`src/rtl/rtdl_rx_pkg.sv`:
```
package rtdl_rx_pkg;

    // Widths of the frame body fields, fixed by the link protocol
    localparam int FNUM_W = 8;
    localparam int DATA_W = 24;
    localparam int CRC_W  = 8;
    localparam int BODY_W = FNUM_W + DATA_W + CRC_W;
    localparam int BCNT_W = $clog2(BODY_W + 1);

    localparam logic [7:0] SYNC_FLAG = 8'h7E;
    localparam logic [7:0] CRC_POLY  = 8'h07;

    typedef enum logic [1:0] {
        IVL_SHORT = 2'd0,
        IVL_LONG  = 2'd1,
        IVL_BAD   = 2'd2
    } ivl_kind_e;

    typedef enum logic {
        ST_HUNT = 1'b0,
        ST_RECV = 1'b1
    } asm_state_e;

    // One step of the serial CRC, processing one bit MSB first
    function automatic logic [7:0] crc8_next(input logic [7:0] c, input logic b);
        crc8_next = {c[6:0], 1'b0} ^ ((c[7] ^ b) ? CRC_POLY : 8'h00);
    endfunction

endpackage

```
`src/rtl/rtdl_edge_timer.sv`:
```
module rtdl_edge_timer
    import rtdl_rx_pkg::*;
#(
    parameter int OVS      = 8,
    parameter int GOOD_RUN = 16
) (
    input  logic      clk,
    input  logic      rst_n,
    input  logic      line_i,
    output logic      evt_o,
    output ivl_kind_e kind_o,
    output logic      tmo_o,
    output logic      fault_o
);
    localparam int HALF = OVS / 2;
    localparam int TMO  = 2 * OVS;
    localparam int CW   = $clog2(TMO + 1);
    localparam int RW   = $clog2(GOOD_RUN + 1);

    localparam logic [CW-1:0] S_MIN_C  = CW'(HALF - 1);
    localparam logic [CW-1:0] S_MAX_C  = CW'(HALF + 1);
    localparam logic [CW-1:0] L_MIN_C  = CW'(OVS - 1);
    localparam logic [CW-1:0] L_MAX_C  = CW'(OVS + 1);
    localparam logic [CW-1:0] TMO_C    = CW'(TMO);
    localparam logic [CW-1:0] TMO_M1_C = CW'(TMO - 1);
    localparam logic [CW-1:0] ONE_C    = CW'(1);
    localparam logic [RW-1:0] RUN_MAX  = RW'(GOOD_RUN);
    localparam logic [RW-1:0] RUN_LAST = RW'(GOOD_RUN - 1);
    localparam logic [RW-1:0] RUN_ONE  = RW'(1);

    typedef struct packed {
        logic [2:0]    sync;
        logic [CW-1:0] cnt;
        logic [RW-1:0] run;
        logic          fault;
        logic          evt;
        logic          tmo;
        ivl_kind_e     kind;
    } tmr_t;

    tmr_t tmr_d, tmr_q;
    logic seen_d;

    always_comb begin
        tmr_d      = tmr_q;
        seen_d     = tmr_q.sync[2] ^ tmr_q.sync[1];
        tmr_d.sync = {tmr_q.sync[1:0], line_i};
        tmr_d.evt  = seen_d;
        tmr_d.tmo  = 1'b0;
        tmr_d.kind = IVL_BAD;
        if (seen_d) begin
            tmr_d.cnt = ONE_C;
            if (tmr_q.cnt >= S_MIN_C && tmr_q.cnt <= S_MAX_C)
                tmr_d.kind = IVL_SHORT;
            else if (tmr_q.cnt >= L_MIN_C && tmr_q.cnt <= L_MAX_C)
                tmr_d.kind = IVL_LONG;
            if (tmr_d.kind == IVL_BAD) begin
                tmr_d.fault = 1'b1;
                tmr_d.run   = '0;
            end else begin
                if (tmr_q.run != RUN_MAX) tmr_d.run = tmr_q.run + RUN_ONE;
                if (tmr_q.run >= RUN_LAST) tmr_d.fault = 1'b0;
            end
        end else if (tmr_q.cnt != TMO_C) begin
            tmr_d.cnt = tmr_q.cnt + ONE_C;
            if (tmr_q.cnt == TMO_M1_C) begin
                tmr_d.tmo   = 1'b1;
                tmr_d.fault = 1'b1;
                tmr_d.run   = '0;
            end
        end
    end

    always_ff @(posedge clk) begin
        if (!rst_n) begin
            tmr_q.sync  <= '0;
            tmr_q.cnt   <= TMO_C;
            tmr_q.run   <= '0;
            tmr_q.fault <= 1'b1;
            tmr_q.evt   <= 1'b0;
            tmr_q.tmo   <= 1'b0;
            tmr_q.kind  <= IVL_BAD;
        end else begin
            tmr_q <= tmr_d;
        end
    end

    assign evt_o   = tmr_q.evt;
    assign kind_o  = tmr_q.kind;
    assign tmo_o   = tmr_q.tmo;
    assign fault_o = tmr_q.fault;

endmodule

```
`src/rtl/rtdl_bit_decoder.sv`:
```
module rtdl_bit_decoder
    import rtdl_rx_pkg::*;
(
    input  logic      clk,
    input  logic      rst_n,
    input  logic      evt_i,
    input  ivl_kind_e kind_i,
    input  logic      tmo_i,
    output logic      bit_stb_o,
    output logic      bit_o,
    output logic      viol_o
);
    typedef struct packed {
        logic half;
        logic stb;
        logic bitv;
        logic viol;
    } dec_t;

    dec_t dec_d, dec_q;

    always_comb begin
        dec_d      = dec_q;
        dec_d.stb  = 1'b0;
        dec_d.viol = 1'b0;
        if (tmo_i) begin
            dec_d.half = 1'b0;
            dec_d.viol = 1'b1;
        end else if (evt_i) begin
            case (kind_i)
                IVL_SHORT: begin
                    if (dec_q.half) begin
                        dec_d.stb  = 1'b1;
                        dec_d.bitv = 1'b1;
                        dec_d.half = 1'b0;
                    end else begin
                        dec_d.half = 1'b1;
                    end
                end
                IVL_LONG: begin
                    if (dec_q.half) begin
                        dec_d.viol = 1'b1;
                        dec_d.half = 1'b0;
                    end else begin
                        dec_d.stb  = 1'b1;
                        dec_d.bitv = 1'b0;
                    end
                end
                default: begin
                    dec_d.viol = 1'b1;
                    dec_d.half = 1'b0;
                end
            endcase
        end
    end

    always_ff @(posedge clk) begin
        if (!rst_n) dec_q <= '0;
        else        dec_q <= dec_d;
    end

    assign bit_stb_o = dec_q.stb;
    assign bit_o     = dec_q.bitv;
    assign viol_o    = dec_q.viol;

endmodule

```
`src/rtl/rtdl_frame_asm.sv`:
```
module rtdl_frame_asm
    import rtdl_rx_pkg::*;
#(
    parameter logic [7:0] MODE_FRAME = 8'd5
) (
    input  logic              clk,
    input  logic              rst_n,
    input  logic              bit_stb_i,
    input  logic              bit_i,
    input  logic              viol_i,
    input  logic              tmo_i,
    output logic              valid_o,
    output logic [FNUM_W-1:0] frame_o,
    output logic [DATA_W-1:0] data_o,
    output logic              crc_err_o,
    output logic              code_err_o,
    output logic [7:0]        mode_o,
    output logic              mode_err_o
);
    localparam logic [BCNT_W-1:0] LAST_C = BCNT_W'(BODY_W - 1);
    localparam logic [BCNT_W-1:0] BC_ONE = BCNT_W'(1);

    typedef struct packed {
        asm_state_e        state;
        logic [7:0]        hunt;
        logic [BODY_W-1:0] body;
        logic [BCNT_W-1:0] bcnt;
        logic [CRC_W-1:0]  crc;
        logic              cflag;
        logic              valid;
        logic [FNUM_W-1:0] frame;
        logic [DATA_W-1:0] data;
        logic              crc_err;
        logic              code_err;
        logic [7:0]        mode;
        logic              merr;
    } asm_t;

    asm_t asm_d, asm_q;
    logic       fin, fin_crc, fin_code;
    logic [7:0] shifted, crc_nx, enc_hi, enc_mid, enc_lo, mid_exp;
    logic       enc_ok;

    always_comb begin
        asm_d       = asm_q;
        asm_d.valid = 1'b0;
        fin         = 1'b0;
        fin_crc     = 1'b0;
        fin_code    = 1'b0;
        shifted     = {asm_q.hunt[6:0], bit_i};
        crc_nx      = crc8_next(asm_q.crc, bit_i);
        case (asm_q.state)
            ST_HUNT: begin
                if (bit_stb_i) begin
                    asm_d.hunt = shifted;
                    if (shifted == SYNC_FLAG) begin
                        asm_d.state = ST_RECV;
                        asm_d.hunt  = '0;
                        asm_d.bcnt  = '0;
                        asm_d.crc   = '0;
                        asm_d.cflag = 1'b0;
                    end
                end
            end
            default: begin
                if (tmo_i) begin
                    fin      = 1'b1;
                    fin_code = 1'b1;
                end else begin
                    if (viol_i) asm_d.cflag = 1'b1;
                    if (bit_stb_i) begin
                        asm_d.body = {asm_q.body[BODY_W-2:0], bit_i};
                        asm_d.crc  = crc_nx;
                        asm_d.bcnt = asm_q.bcnt + BC_ONE;
                        if (asm_q.bcnt == LAST_C) begin
                            fin      = 1'b1;
                            fin_crc  = (crc_nx != '0);
                            fin_code = asm_q.cflag;
                        end
                    end
                end
            end
        endcase

        // Triple-coded mode check on the assembled body
        enc_hi  = asm_d.body[CRC_W+16 +: 8];
        enc_mid = asm_d.body[CRC_W+8 +: 8];
        enc_lo  = asm_d.body[CRC_W +: 8];
        mid_exp = enc_hi * enc_hi + 8'd1;
        enc_ok  = (enc_hi == enc_lo) && (enc_mid == mid_exp);

        if (fin) begin
            asm_d.state    = ST_HUNT;
            asm_d.hunt     = '0;
            asm_d.valid    = 1'b1;
            asm_d.frame    = asm_d.body[BODY_W-1 -: FNUM_W];
            asm_d.data     = asm_d.body[CRC_W +: DATA_W];
            asm_d.crc_err  = fin_crc;
            asm_d.code_err = fin_code;
            if (asm_d.frame == MODE_FRAME && !fin_crc && !fin_code) begin
                if (enc_ok) begin
                    asm_d.mode = enc_hi;
                    asm_d.merr = 1'b0;
                end else begin
                    asm_d.merr = 1'b1;
                end
            end
        end
    end

    always_ff @(posedge clk) begin
        if (!rst_n) begin
            asm_q       <= '0;
            asm_q.state <= ST_HUNT;
        end else begin
            asm_q <= asm_d;
        end
    end

    assign valid_o    = asm_q.valid;
    assign frame_o    = asm_q.frame;
    assign data_o     = asm_q.data;
    assign crc_err_o  = asm_q.crc_err;
    assign code_err_o = asm_q.code_err;
    assign mode_o     = asm_q.mode;
    assign mode_err_o = asm_q.merr;

endmodule

```
`src/rtl/rtdl_rx.sv`:
```
module rtdl_rx
    import rtdl_rx_pkg::*;
#(
    parameter int         OVS        = 8,
    parameter int         GOOD_RUN   = 16,
    parameter logic [7:0] MODE_FRAME = 8'd5
) (
    input  logic        clk,
    input  logic        rst_n,
    input  logic        line_i,
    output logic        valid_o,
    output logic [7:0]  frame_o,
    output logic [23:0] data_o,
    output logic        crc_err_o,
    output logic        code_err_o,
    output logic        data_clk_o,
    output logic        freq_fault_o,
    output logic [7:0]  mode_o,
    output logic        mode_err_o
);
    logic      evt, tmo, bit_stb, bit_val, viol;
    ivl_kind_e kind;

    rtdl_edge_timer #(.OVS(OVS), .GOOD_RUN(GOOD_RUN)) u_timer (
        .clk     (clk),
        .rst_n   (rst_n),
        .line_i  (line_i),
        .evt_o   (evt),
        .kind_o  (kind),
        .tmo_o   (tmo),
        .fault_o (freq_fault_o)
    );

    rtdl_bit_decoder u_dec (
        .clk       (clk),
        .rst_n     (rst_n),
        .evt_i     (evt),
        .kind_i    (kind),
        .tmo_i     (tmo),
        .bit_stb_o (bit_stb),
        .bit_o     (bit_val),
        .viol_o    (viol)
    );

    rtdl_frame_asm #(.MODE_FRAME(MODE_FRAME)) u_asm (
        .clk        (clk),
        .rst_n      (rst_n),
        .bit_stb_i  (bit_stb),
        .bit_i      (bit_val),
        .viol_i     (viol),
        .tmo_i      (tmo),
        .valid_o    (valid_o),
        .frame_o    (frame_o),
        .data_o     (data_o),
        .crc_err_o  (crc_err_o),
        .code_err_o (code_err_o),
        .mode_o     (mode_o),
        .mode_err_o (mode_err_o)
    );

    assign data_clk_o = bit_stb;

endmodule

```
`config.mk`:
```
export PLATFORM = sky130hd
export DESIGN_NAME = rtdl_rx
export DESIGN_NICKNAME = d
export VERILOG_FILES = /design/src/rtl/rtdl_rx_pkg.sv /design/src/rtl/rtdl_edge_timer.sv /design/src/rtl/rtdl_bit_decoder.sv /design/src/rtl/rtdl_frame_asm.sv /design/src/rtl/rtdl_rx.sv
export SDC_FILE = /design/constraint.sdc
export NUM_CORES = 1
export LEC_CHECK = 0
export ABC_AREA = 1
export ABC_CLOCK_PERIOD_IN_PS = 8000
export BUFFER_PORTS_ARGS = -buffer_cell sky130_fd_sc_hd__buf_4
export CAP_MARGIN = 10
export CORE_MARGIN = 1
export CORE_UTILIZATION = 40
export CTS_BUF_LIST = sky130_fd_sc_hd__clkbuf_4 sky130_fd_sc_hd__clkbuf_8 sky130_fd_sc_hd__clkbuf_16
export CTS_CLUSTER_DIAMETER = 120
export DETAILED_ROUTE_END_ITERATION = 12
export GPL_ROUTABILITY_DRIVEN = 0
export PLACE_DENSITY = 0.58
export SYNTH_ARGS = -nofsm -noshare
export SYNTH_HDL_FRONTEND = slang
export SYNTH_SLANG_ARGS = --single-unit
```
`constraint.sdc`:
```
create_clock -name clk -period 8 [get_ports clk]
set_clock_uncertainty 0.05 [all_clocks]
set_input_delay 0.8 -clock clk [delete_from_list [all_inputs] [get_ports clk]]
set_output_delay 0.8 -clock clk [all_outputs]
set_load 0.02 [all_outputs]
```
==> results of run 1 <==
worst paths after layout:
path	slack (ps)	cells past startpoint	start	end
worst max register to register	2460	26	u_asm.asm_q[107]	u_asm.mode_o[5]
worst max-delay path	2460	26	u_asm.asm_q[107]	u_asm.mode_o[5]
worst min register to register	360	2	u_timer.tmr_d[16]	u_timer.tmr_d[17]
worst min-delay path	360	2	u_timer.tmr_d[16]	u_timer.tmr_d[17]
flip-flops by register name, indices dropped and copies added, names as in the netlist:
| signal | flops |
|---|---|
| u_timer.fault_o | 1 |
| u_timer.tmr_q | 11 |
| u_asm.crc_err_o | 1 |
| u_asm.valid_o | 1 |
| u_dec.viol_o | 1 |
| u_dec.bit_stb_o | 1 |
| u_asm.frame_o | 8 |
| u_asm.code_err_o | 1 |
| u_asm.mode_o | 8 |
| u_dec.bit_o | 1 |
| u_timer.evt_o | 1 |
| u_timer.tmr_d | 2 |
| u_dec.dec_q | 1 |
| u_asm.data_o | 24 |
| u_timer.tmo_o | 1 |
| u_asm.asm_q | 63 |
| u_asm.mode_err_o | 1 |
| u_timer.kind_o | 2 |
final cells by class:
cell class              instances  area share [%]
inverters                     133            6.78
flip-flops and latches        129            35.1
multi-input cells             614            41.3
clock buffers                  19            6.07
well taps                     216            3.67
repair buffers                 51            5.20
clock inverters                13            1.85
report_power, final:
part / internal [mW] / total [mW] / switching (mW)
clock: 0.469 / 0.766 / 0.297
sequential: 0.651 / 0.657 / 0.00692
combinational: 0.0193 / 0.0640 / 0.0447
total: 1.14 / 1.49 / 0.348
stage by stage:
stage                     cell area, um2  hold WS [ps]
final                               7360           365
after global routing                7360           387
after CTS                           7360           371
after detailed placement            6780           357
after global placement              6780           352
after floorplan                     6610           340
metal layers:
layer	wire length, um	track usage, %
met4	176	6.90
met3	717	3.71
met5	0	0
met1	7930	27.8
met2	6060	26.5
critical path: cells and delay by family, from the launching register on:
| kind | cells | cell delay, ps |
|---|---|---|
| AND/OR/NAND/NOR | 13 | 2150 |
| adder cells (fa/ha/maj) | 5 | 1790 |
| flip-flops | 1 | 610 |
| XOR/XNOR | 2 | 400 |
| buffers and inverters | 5 | 390 |
| AO/OA/AOI/OAI | 1 | 50 |
cells by family after synthesis:
kind of cell	count (synthesis)
AO/OA/AOI/OAI	110
XOR/XNOR	10
adder cells (fa/ha/maj)	27
buffers and inverters	211
flip-flops	129
AND/OR/NAND/NOR	467
synthesized netlist by cell type (7+ instances only):
library cell               number
sky130_fd_sc_hd__a21oi_1       34
sky130_fd_sc_hd__a22oi_1        7
sky130_fd_sc_hd__buf_2          8
sky130_fd_sc_hd__buf_4         42
sky130_fd_sc_hd__clkbuf_1      20
sky130_fd_sc_hd__dfxtp_1      129
sky130_fd_sc_hd__ha_1          21
sky130_fd_sc_hd__inv_1        130
sky130_fd_sc_hd__nand2_1      260
sky130_fd_sc_hd__nand3_1       89
sky130_fd_sc_hd__nand4_1       15
sky130_fd_sc_hd__nor2_1        83
sky130_fd_sc_hd__o21ai_0       51
sky130_fd_sc_hd__o21ai_1        7
==> insert_results.sql, run 1 <==
INSERT INTO impl_metrics (metric_group, metric, value, unit) VALUES
('grt', 'groute.usage.overall', '18.7', '%'),
('grt', 'pin_count_of_the_biggest_net_entering_global_routing', '79', ''),
('logic_synthesis', 'synth_top_cell_by_area', 'sky130_fd_sc_hd__dfxtp_1', ''),
('logic_synthesis', 'synth.avg_cell_area', '6.93', 'um2'),
('power_and_ir_drop', 'powerDensity', '202', 'mW/mm2'),
('worst_setup_path', 'critical_path_class', 'reg -> reg', ''),
('logic_synthesis', 'synth_top_family_by_area', 'simple AND/OR/NAND/NOR gates', ''),
('die', 'initial_core_util', '41.3', '%'),
('sta', 'worst-slew-pin-transition', '952', 'ps'),
('final_layout', 'area_used_by_sequential_logic_in_the_layout', '0.00258', 'mm2'),
('grt', 'global_route_wire_length_before_repair', '24.6', 'mm'),
('power_and_ir_drop', 'p_total', '1.49', 'mW'),
('logic_synthesis', 'synth.net_count', '984', ''),
('logic_synthesis', 'synth_compound_gate_area_share', '9.03', '%'),
('final_layout', 'fillers', '1731', ''),
('die', 'dieWidth', '131', 'um'),
('clock_network', 'ctsHtreeMaxLevel', '4', ''),
('die', 'pin_count', '49', ''),
('placed_design', 'cells_after_dpl', '1143', ''),
('sta', 'final.period_utilization', '69.2', '%'),
('clock_network', 'cts-hold-fix-buffers', '0', ''),
('grt', 'first_global_vias', '4959', ''),
('routing', 'routed_wl', '14.9', 'mm'),
('routing', 'drt-wirelength-per-cell', '12.7', 'um'),
('die', 'floorplan_die_area', '0.0170', 'mm2'),
('routing', 'vias', '5599', ''),
('final_layout', 'final_util', '46.0', '%'),
('sta', 'min_period', '5540', 'ps'),
('sta', 'setup-violations-final', '0', ''),
('worst_setup_path', 'worst-path-max-fanout', '22', ''),
('logic_synthesis', 'synth-seq-cells', '129', ''),
('clock_network', 'cts_max_path_buffers', '2', ''),
('logic_synthesis', 'synth-simple-area-share', '29.9', '%'),
('placed_design', 'placement.setup.worst_slack', '2400', 'ps'),
('worst_setup_path', 'worst-endpoint-arrival', '5810', 'ps'),
('routing', 'route.detailed.drc', '0', ''),
('sta', 'finalHoldViolCount', '0', ''),
('worst_setup_path', 'timing.critical_path.to_type', 'flip-flop', ''),
('logic_synthesis', 'number_of_enable_flip_flop_cells_after_synthesis', '0', ''),
('sta', 'timing.fmax', '181', 'MHz'),
('routing', 'drt_pass1_iterations', '5', ''),
('routing', 'initialDrtViolationCount', '447', ''),
('routing', 'route.detailed.vias_per_inst', '4.77', ''),
('clock_network', 'clk_root_buffer_cell', 'sky130_fd_sc_hd__clkbuf_16', ''),
('clock_network', 'cts.sinks', '129', ''),
('clock_network', 'tritoncts', 'done', ''),
('die', 'chipHeight', '131', 'um'),
('logic_synthesis', 'synth.top_cell.area_share', '39.1', '%'),
('placed_design', 'post-dp-hpwl', '9.92', 'mm'),
('sta', 'slew_violations', '0', ''),
('die', 'floorplan.rows', '46', ''),
('final_layout', 'multi_input_area', '0.00304', 'mm2'),
('hold_path', 'hold_path.class', 'reg -> reg', ''),
('logic_synthesis', 'postSynthCellCount', '954', ''),
('die', 'core-area', '0.0160', 'mm2'),
('sta', 'fin_ws', '2460', 'ps'),
('placed_design', 'number_of_i_o_port_buffers', '48', ''),
('logic_synthesis', 'synthesis.area', '0.00661', 'mm2'),
('sta', 'final.setup.tns', '0', 'ps'),
('power_and_ir_drop', 'power.static_leakage', '3.31', 'nW'),
('logic_synthesis', 'synth.yosys.seq_area_share', '39.1', '%'),
('logic_synthesis', 'post_synth_num_cell_types', '35', ''),
('final_layout', 'num-nets-final', '976', ''),
('power_and_ir_drop', 'power.ir.vdd_worst', '0.161', 'mV'),
('sta', 'worst_slew_margin_relative_to_its_limit', '36.4', '%'),
('final_layout', 'mostFrequentLayoutCell', 'sky130_fd_sc_hd__nand2_1', ''),
('worst_setup_path', 'cp_slowest_cell', 'sky130_fd_sc_hd__nor2_2', ''),
('logic_synthesis', 'yosys-top-cells-area', 'sky130_fd_sc_hd__dfxtp_1 39%, sky130_fd_sc_hd__nand2_1 15%, sky130_fd_sc_hd__inv_1 7.4%', ''),
('run_status', 'status', 'completed', ''),
('worst_setup_path', 'startpoint_type', 'flip-flop', ''),
('logic_synthesis', 'async_reset_ff_share', '0', '%');
(Power assumes the default switching activity.)
==> run 2: changes to the inputs <==
- ABC_CLOCK_PERIOD_IN_PS: 8000 -> 5200
- clock period: 8 -> 5.2 ns (I/O delays scaled with it)
==> run 2 against run 1 <==
  * Non-clock buffer count rose by 5
  * Sequential power rose by 54%
  * Die area did not move
  * Register-to-register slack got worse by 2000 ps
  * Worst hold slack got worse by 130 ps
  * Clock-buffer cell count rose by 1
  * Total power rose by 61%
  * Critical path depth did not move
  * Wire length fell by 1.2%
  * Sequential cell count did not move
  * Via count fell by 1.4%
  * Highest routed layer unchanged
==> insert_results.sql, run 2 (synthesis gave the netlist of run 1 again) <==
INSERT INTO impl_metrics (metric_group, metric, value, unit) VALUES
('run_status', 'status', 'completed', ''),
('routing', 'initialDrtViolationCount', '397', ''),
('final_layout', 'fillers', '1665', ''),
('placed_design', 'placement.setup.worst_slack', '378', 'ps'),
('power_and_ir_drop', 'net_switching_component_of_the_power', '529', 'uW'),
('clock_network', 'cts.sinks', '129', ''),
('worst_setup_path', 'worst-path-max-fanout', '20', ''),
('power_and_ir_drop', 'p_seq_share', '42.1', '%'),
('power_and_ir_drop', 'p_total', '2.40', 'mW'),
('sta', 'final.period_utilization', '90.5', '%'),
('final_layout', 'ratio_of_cells_with_drive_above_1_in_the_final_layout', '10.4', '%'),
('final_layout', 'post_layout_nonfiller_instances', '1180', ''),
('flow_run', 'maxCapViolCount', '0', ''),
('sta', 'slew_violations', '0', ''),
('worst_setup_path', 'timing.critical_path.to_type', 'flip-flop', ''),
('die', 'initial_core_util', '41.3', '%'),
('sta', 'finalHoldViolCount', '0', ''),
('routing', 'vias', '5521', ''),
('sta', 'setup-violations-final', '0', ''),
('routing', 'route.detailed.vias_per_inst', '4.68', ''),
('final_layout', 'antenna_cells_inserted', '0', ''),
('sta', 'timing.fmax', '212', 'MHz'),
('placed_design', 'cells_after_dpl', '1148', ''),
('routing', 'route.detailed.drc', '0', ''),
('grt', 'pin_count_of_the_biggest_net_entering_global_routing', '60', ''),
('final_layout', 'layout_common_cells', '260 x sky130_fd_sc_hd__nand2_1, 129 x sky130_fd_sc_hd__inv_1, 129 x sky130_fd_sc_hd__dfxtp_1', ''),
('sta', 'holdWs', '231', 'ps'),
('clock_network', 'clock_insertion_delay_worst_skew', '420', 'ps'),
('hold_path', 'hold_start', 'line_i', ''),
('sta', 'fin_ws', '492', 'ps'),
('die', 'core-area', '0.0160', 'mm2'),
('worst_setup_path', 'worst-endpoint-required', '5470', 'ps'),
('worst_setup_path', 'startpoint_type', 'flip-flop', ''),
('worst_setup_path', 'worst-endpoint-arrival', '4980', 'ps'),
('die', 'floorplan_die_area', '0.0170', 'mm2'),
('clock_network', 'ctsHtreeMaxLevel', '4', ''),
('grt', 'groute.usage.overall', '18.6', '%'),
('final_layout', 'final_cell_area', '0.00747', 'mm2'),
('final_layout', 'mostFrequentLayoutCell', 'sky130_fd_sc_hd__nand2_1', ''),
('final_layout', 'top_register', 'u_asm.asm_q', ''),
('routing', 'drt_pass1_iterations', '5', ''),
('sta', 'worst_slew_margin_relative_to_its_limit', '38.6', '%'),
('power_and_ir_drop', 'power.ir.vdd_worst', '0.240', 'mV'),
('grt', 'grt_overflow_total', '0', ''),
('die', 'chipHeight', '131', 'um'),
('power_and_ir_drop', 'combPwrFrac', '4.1', '%'),
('sta', 'min_period', '4710', 'ps'),
('final_layout', 'areaGrowthSynthToFinish', '13.1', '%'),
('routing', 'routed_wl', '14.7', 'mm'),
('clock_network', 'cts-hold-fix-buffers', '0', ''),
('die', 'pin_count', '49', ''),
('sta', 'worst-slew-pin-transition', '920', 'ps'),
('power_and_ir_drop', 'netSwitchingFraction', '22.0', '%'),
('clock_network', 'clk_pin_slew', '60', 'ps'),
('clock_network', 'clk_root_buffer_cell', 'sky130_fd_sc_hd__clkbuf_16', ''),
('worst_setup_path', 'critical_path.reg2reg.startpoint', 'u_asm.asm_q[107]', ''),
('placed_design', 'post-dp-hpwl', '10.1', 'mm'),
('power_and_ir_drop', 'power.internal', '1.87', 'mW'),
('placed_design', 'placedInstanceArea', '0.00682', 'mm2'),
('grt', 'first_global_vias', '4967', ''),
('placed_design', 'number_of_i_o_port_buffers', '48', ''),
('clock_network', 'tritoncts', 'done', ''),
('routing', 'drt-wirelength-per-cell', '12.5', 'um'),
('worst_setup_path', 'critical_path_class', 'reg -> reg', ''),
('clock_network', 'cts_inserted_buffers', '17', ''),
('grt', 'grt_antenna_before_repair', '0', ''),
('sta', 'final.setup.tns', '0', 'ps'),
('worst_setup_path', 'setup.reg_to_reg.worst_slack', '490', 'ps'),
('power_and_ir_drop', 'power.static_leakage', '3.37', 'nW'),
('final_layout', 'largest_register_ff_count', '63', ''),
('sta', 'grt_setup_unrepaired', 'false', ''),
('hold_path', 'hold_path.class', 'in -> reg', ''),
('die', 'dieWidth', '131', 'um'),
('final_layout', 'final_util', '46.7', '%'),
('final_layout', 'num-nets-final', '981', ''),
('die', 'floorplan.rows', '46', ''),
('grt', 'global_route_wire_length_before_repair', '24.4', 'mm'),
('power_and_ir_drop', 'powerDensity', '321', 'mW/mm2'),
('clock_network', 'cts_max_path_buffers', '2', ''),
('worst_setup_path', 'critPathLaunch', 'u_asm.asm_q[107]', ''),
('power_and_ir_drop', 'clock_power_share', '53.8', '%'),
('routing', 'detail-route-antenna-nets', '0', '');
==> run 2: worst max-delay path, stage by stage, from the launching register on <==
cell and delay [ps]:
sky130_fd_sc_hd__dfxtp_1 320, sky130_fd_sc_hd__buf_4 200, sky130_fd_sc_hd__nand3_4 220, sky130_fd_sc_hd__o21ai_0 230, sky130_fd_sc_hd__buf_4 170, sky130_fd_sc_hd__nand2_1 110, sky130_fd_sc_hd__xnor2_1 200, sky130_fd_sc_hd__ha_1 170
sky130_fd_sc_hd__a21oi_1 50, sky130_fd_sc_hd__fa_1 480, sky130_fd_sc_hd__inv_1 40, sky130_fd_sc_hd__ha_1 260, sky130_fd_sc_hd__inv_1 50, sky130_fd_sc_hd__fa_1 520, sky130_fd_sc_hd__inv_1 40, sky130_fd_sc_hd__ha_1 360
sky130_fd_sc_hd__xor2_1 190, sky130_fd_sc_hd__nand3_1 80, sky130_fd_sc_hd__nand2_1 60, sky130_fd_sc_hd__nor2_1 100, sky130_fd_sc_hd__nand3_1 90, sky130_fd_sc_hd__nor2_2 150, sky130_fd_sc_hd__nand3_4 160, sky130_fd_sc_hd__nand2_4 140
sky130_fd_sc_hd__nand2_1 70, sky130_fd_sc_hd__nand2_1 50, sky130_fd_sc_hd__inv_1 40
==> run 2: what timing repair did <==
item	CTS	global route
endpoints found under the hold margin	0	0
setup buffers	0	0
endpoints found under the setup margin	0	8
resized for setup	0	2
==> run 2: area by class of cell <==
cell class                      instances  area (um2)  area share (%)
Timing Repair Buffer                   56         420            5.63
Tap cell                              216         270            3.62
Clock buffer                           20         467            6.24
Inverter                              133         499            6.68
Clock inverter                         12         179            2.39
Sequential cell                       129        2580            34.6
Multi-Input combinational cell        614        3060            40.9
==> run 2: per-layer routing <==
layer | track usage (%) | part of all wire, % | vias to the layer above
li1 | - | - | 2963
met1 | 26.5 | 53 | 2442
met2 | 27.3 | 42 | 98
met3 | 3.83 | 3.9 | 18
met4 | 7.03 | 1.5 | 0
met5 | 0 | 0 | -
==> run 2: final timing paths <==
check                      end  cells after the start
max            u_asm.mode_o[0]                     26
min          u_timer.tmr_d[16]                      3
max reg2reg    u_asm.mode_o[0]                     26
min reg2reg  u_timer.tmr_d[17]                      2
==> run 2: power groups by stage <==
stage	clock (mW)	combinational [mW]	sequential, mW
global route	1.36	0.119	1.01
finish	1.29	0.0988	1.01
floorplan	0	0.0785	1.03
detailed placement	0	0.0994	1.03
global placement	0	0.0985	1.03
CTS	1.32	0.0996	1.01
==> run 3: changes to the inputs <==
- PLACE_DENSITY: 0.58 -> 0.68
==> run 3 against run 2 <==
  * Wire length fell by 0.75%
  * Highest routed layer unchanged
  * Sequential power about the same
  * Design area is 0.45% lower
  * Register-to-register slack improved by 50 ps
  * Combinational power shrank 0.4%
  * Worst hold slack better by 9.0 ps
  * Sequential share of layout area increased by 0.17 points
  * Core utilization shrank 0.21 points
  * First-iteration DRC count shrank 13%
==> insert_results.sql, run 3 (synthesis gave the netlist of run 1 again) <==
INSERT INTO impl_metrics (metric_group, metric, value, unit) VALUES
('run_status', 'status', 'completed', ''),
('routing', 'detail-route-antenna-nets', '0', ''),
('routing', 'vias', '5638', ''),
('worst_setup_path', 'cp_slowest_cell', 'sky130_fd_sc_hd__fa_1', ''),
('die', 'initial_core_util', '41.3', '%'),
('grt', 'grt.met2_usage', '28.8', '%'),
('final_layout', 'multi_input_area', '0.00304', 'mm2'),
('power_and_ir_drop', 'powerDensity', '311', 'mW/mm2'),
('clock_network', 'tritoncts', 'done', ''),
('grt', 'first_global_vias', '5243', ''),
('routing', 'routed_wl', '14.6', 'mm'),
('placed_design', 'number_of_i_o_port_buffers', '48', ''),
('final_layout', 'top_register', 'u_asm.asm_q', ''),
('routing', 'route.detailed.drc', '0', ''),
('die', 'floorplan_die_area', '0.0170', 'mm2'),
('grt', 'grtUsageMet3', '3.75', '%'),
('clock_network', 'clock_insertion_delay_worst_skew', '420', 'ps'),
('routing', 'initialDrtViolationCount', '344', ''),
('grt', 'global_route_wire_length_before_repair', '24.9', 'mm'),
('worst_setup_path', 'worst-path-max-fanout', '26', ''),
('grt', 'groute.layer.met1.usage', '25.6', '%'),
('final_layout', 'fillers', '1635', ''),
('worst_setup_path', 'startpoint_type', 'flip-flop', ''),
('routing', 'route.detailed.vias_per_inst', '4.77', ''),
('worst_setup_path', 'path_delay_family', 'adder cells', ''),
('grt', 'pin_count_of_the_biggest_net_entering_global_routing', '60', ''),
('final_layout', 'largest_register_ff_count', '63', ''),
('clock_network', 'ctsHtreeMaxLevel', '4', ''),
('clock_network', 'cts_max_path_buffers', '2', ''),
('power_and_ir_drop', 'power.static_leakage', '3.37', 'nW'),
('power_and_ir_drop', 'p_total', '2.31', 'mW'),
('routing', 'drt_pass1_iterations', '5', ''),
('clock_network', 'clk_root_buffer_cell', 'sky130_fd_sc_hd__clkbuf_16', ''),
('die', 'chipHeight', '131', 'um'),
('sta', 'grt_setup_unrepaired', 'false', ''),
('grt', 'grt_busiest_layer', 'met2', ''),
('clock_network', 'cts.sinks', '129', ''),
('clock_network', 'clk_pin_slew', '60', 'ps'),
('final_layout', 'num-nets-final', '984', ''),
('sta', 'worst-slew-pin-transition', '923', 'ps'),
('grt', 'grt_antenna_before_repair', '0', ''),
('sta', 'worst_slew_margin_relative_to_its_limit', '38.4', '%'),
('worst_setup_path', 'worst-endpoint-arrival', '4920', 'ps'),
('final_layout', 'final_util', '46.5', '%'),
('clock_network', 'post_cts.repair.setup_buffers', '0', ''),
('worst_setup_path', 'cp_slowest_stage_delay', '530', 'ps'),
('grt', 'grt_overflow_total', '0', ''),
('final_layout', 'areaGrowthSynthToFinish', '12.6', '%'),
('final_layout', 'ratio_of_cells_with_drive_above_1_in_the_final_layout', '10.8', '%'),
('worst_setup_path', 'timing.critical_path.to_type', 'flip-flop', ''),
('sta', 'slew_violations', '0', ''),
('final_layout', 'mostFrequentLayoutCell', 'sky130_fd_sc_hd__nand2_1', ''),
('die', 'floorplan.rows', '46', ''),
('final_layout', 'antenna_cells_inserted', '0', ''),
('worst_setup_path', 'worst-endpoint-required', '5460', 'ps'),
('flow_run', 'maxCapViolCount', '0', ''),
('die', 'core-area', '0.0160', 'mm2'),
('sta', 'final.setup.tns', '0', 'ps'),
('routing', 'drt-wirelength-per-cell', '12.3', 'um'),
('power_and_ir_drop', 'power.ir.vdd_worst', '0.246', 'mV'),
('sta', 'final.period_utilization', '89.5', '%'),
('clock_network', 'cts-hold-fix-buffers', '0', ''),
('sta', 'finalHoldViolCount', '0', ''),
('clock_network', 'cts_inserted_buffers', '17', ''),
('worst_setup_path', 'critical_path_class', 'reg -> reg', ''),
('sta', 'holdWs', '240', 'ps'),
('sta', 'min_period', '4660', 'ps'),
('worst_setup_path', 'cp.buffers_inverters', '4', ''),
('die', 'pin_count', '49', ''),
('final_layout', 'layout_common_cells', '260 x sky130_fd_sc_hd__nand2_1, 129 x sky130_fd_sc_hd__inv_1, 128 x sky130_fd_sc_hd__dfxtp_1', ''),
('die', 'dieWidth', '131', 'um'),
('sta', 'setup-violations-final', '0', ''),
('sta', 'timing.fmax', '215', 'MHz'),
('final_layout', 'area_used_by_sequential_logic_in_the_layout', '0.00258', 'mm2'),
('worst_setup_path', 'worstPathCellList', 'nand3_4 -> o21ai_0 -> nand2_1 -> xnor2_1 -> ha_1 -> a21oi_1 -> fa_1 -> inv_1 -> ha_1 -> inv_1 -> fa_1 -> inv_1 -> ha_1 -> xor2_1 -> nand3_1 -> nand2_1 -> nor2_1 -> nand3_1 -> nor2_2 -> nand3_4 -> nand2_4 -> nand2_1 -> nand2_1 -> inv_1', ''),
('placed_design', 'post-dp-hpwl', '10.0', 'mm'),
('hold_path', 'hold_path.class', 'in -> reg', ''),
('grt', 'groute.usage.overall', '18.6', '%');
[run 3: cell types whose count changed in the layout (fill, tap and decap cells not counted), sizes merged]
cell,change
buf,+3
bufinv,-2
clkbuf,+4
clkinv,+2
clkinvlp,-2
inv,-2
[run 3: metrics by stage]
| stage | instance area [um2] | cells | worst slack [ps] |
|---|---|---|---|
| finish | 7440 | 1183 | 544 |
| global route | 7440 | 1183 | 104 |
| CTS | 7440 | 1183 | 345 |
| detailed placement | 6840 | 1151 | 361 |
| global placement | 6840 | 1151 | 463 |
| floorplan | 6610 | 954 | 626 |
[run 3: final timing paths]
kind / from / end / slack, ps / depth (start not counted)
setup / recovery: u_asm.asm_q[107] / u_asm.mode_o[3] / 540 / 24
setup reg to reg: u_asm.asm_q[107] / u_asm.mode_o[3] / 540 / 24
hold / removal: line_i / u_timer.tmr_d[16] / 240 / 3
hold reg to reg: u_timer.tmr_d[16] / u_timer.tmr_d[17] / 370 / 2
[run 3: metal layers]
metal | part of all wire (%) | up-vias
met3 | 4.3 | 15
li1 | - | 2973
met5 | 0 | -
met1 | 52 | 2531
met4 | 1.4 | 0
met2 | 42 | 119
[run 3: what timing repair did]
item | CTS | global route
setup endpoints to repair | 0 | 8
hold endpoints to repair | 0 | 0
resized for setup | 0 | 1
[run 3: final cells by class]
class / instances / area share, %
Tap cell: 216 / 3.63
Timing Repair Buffer: 59 / 5.95
Sequential cell: 129 / 34.7
Clock buffer: 24 / 6.68
Inverter: 133 / 6.71
Multi-Input combinational cell: 614 / 40.9
Clock inverter: 8 / 1.40
[run 3: report_power, final]
part / internal [mW] / switching [mW] / total, mW
clock: 0.765 / 0.435 / 1.20
combinational: 0.0295 / 0.0690 / 0.0984
sequential: 1.00 / 0.0112 / 1.01
[run 3: worst min-delay path, cell delays in order]
cell and delay [ps]:
sky130_fd_sc_hd__buf_4 80, sky130_fd_sc_hd__nand2_1 40, sky130_fd_sc_hd__inv_1 40
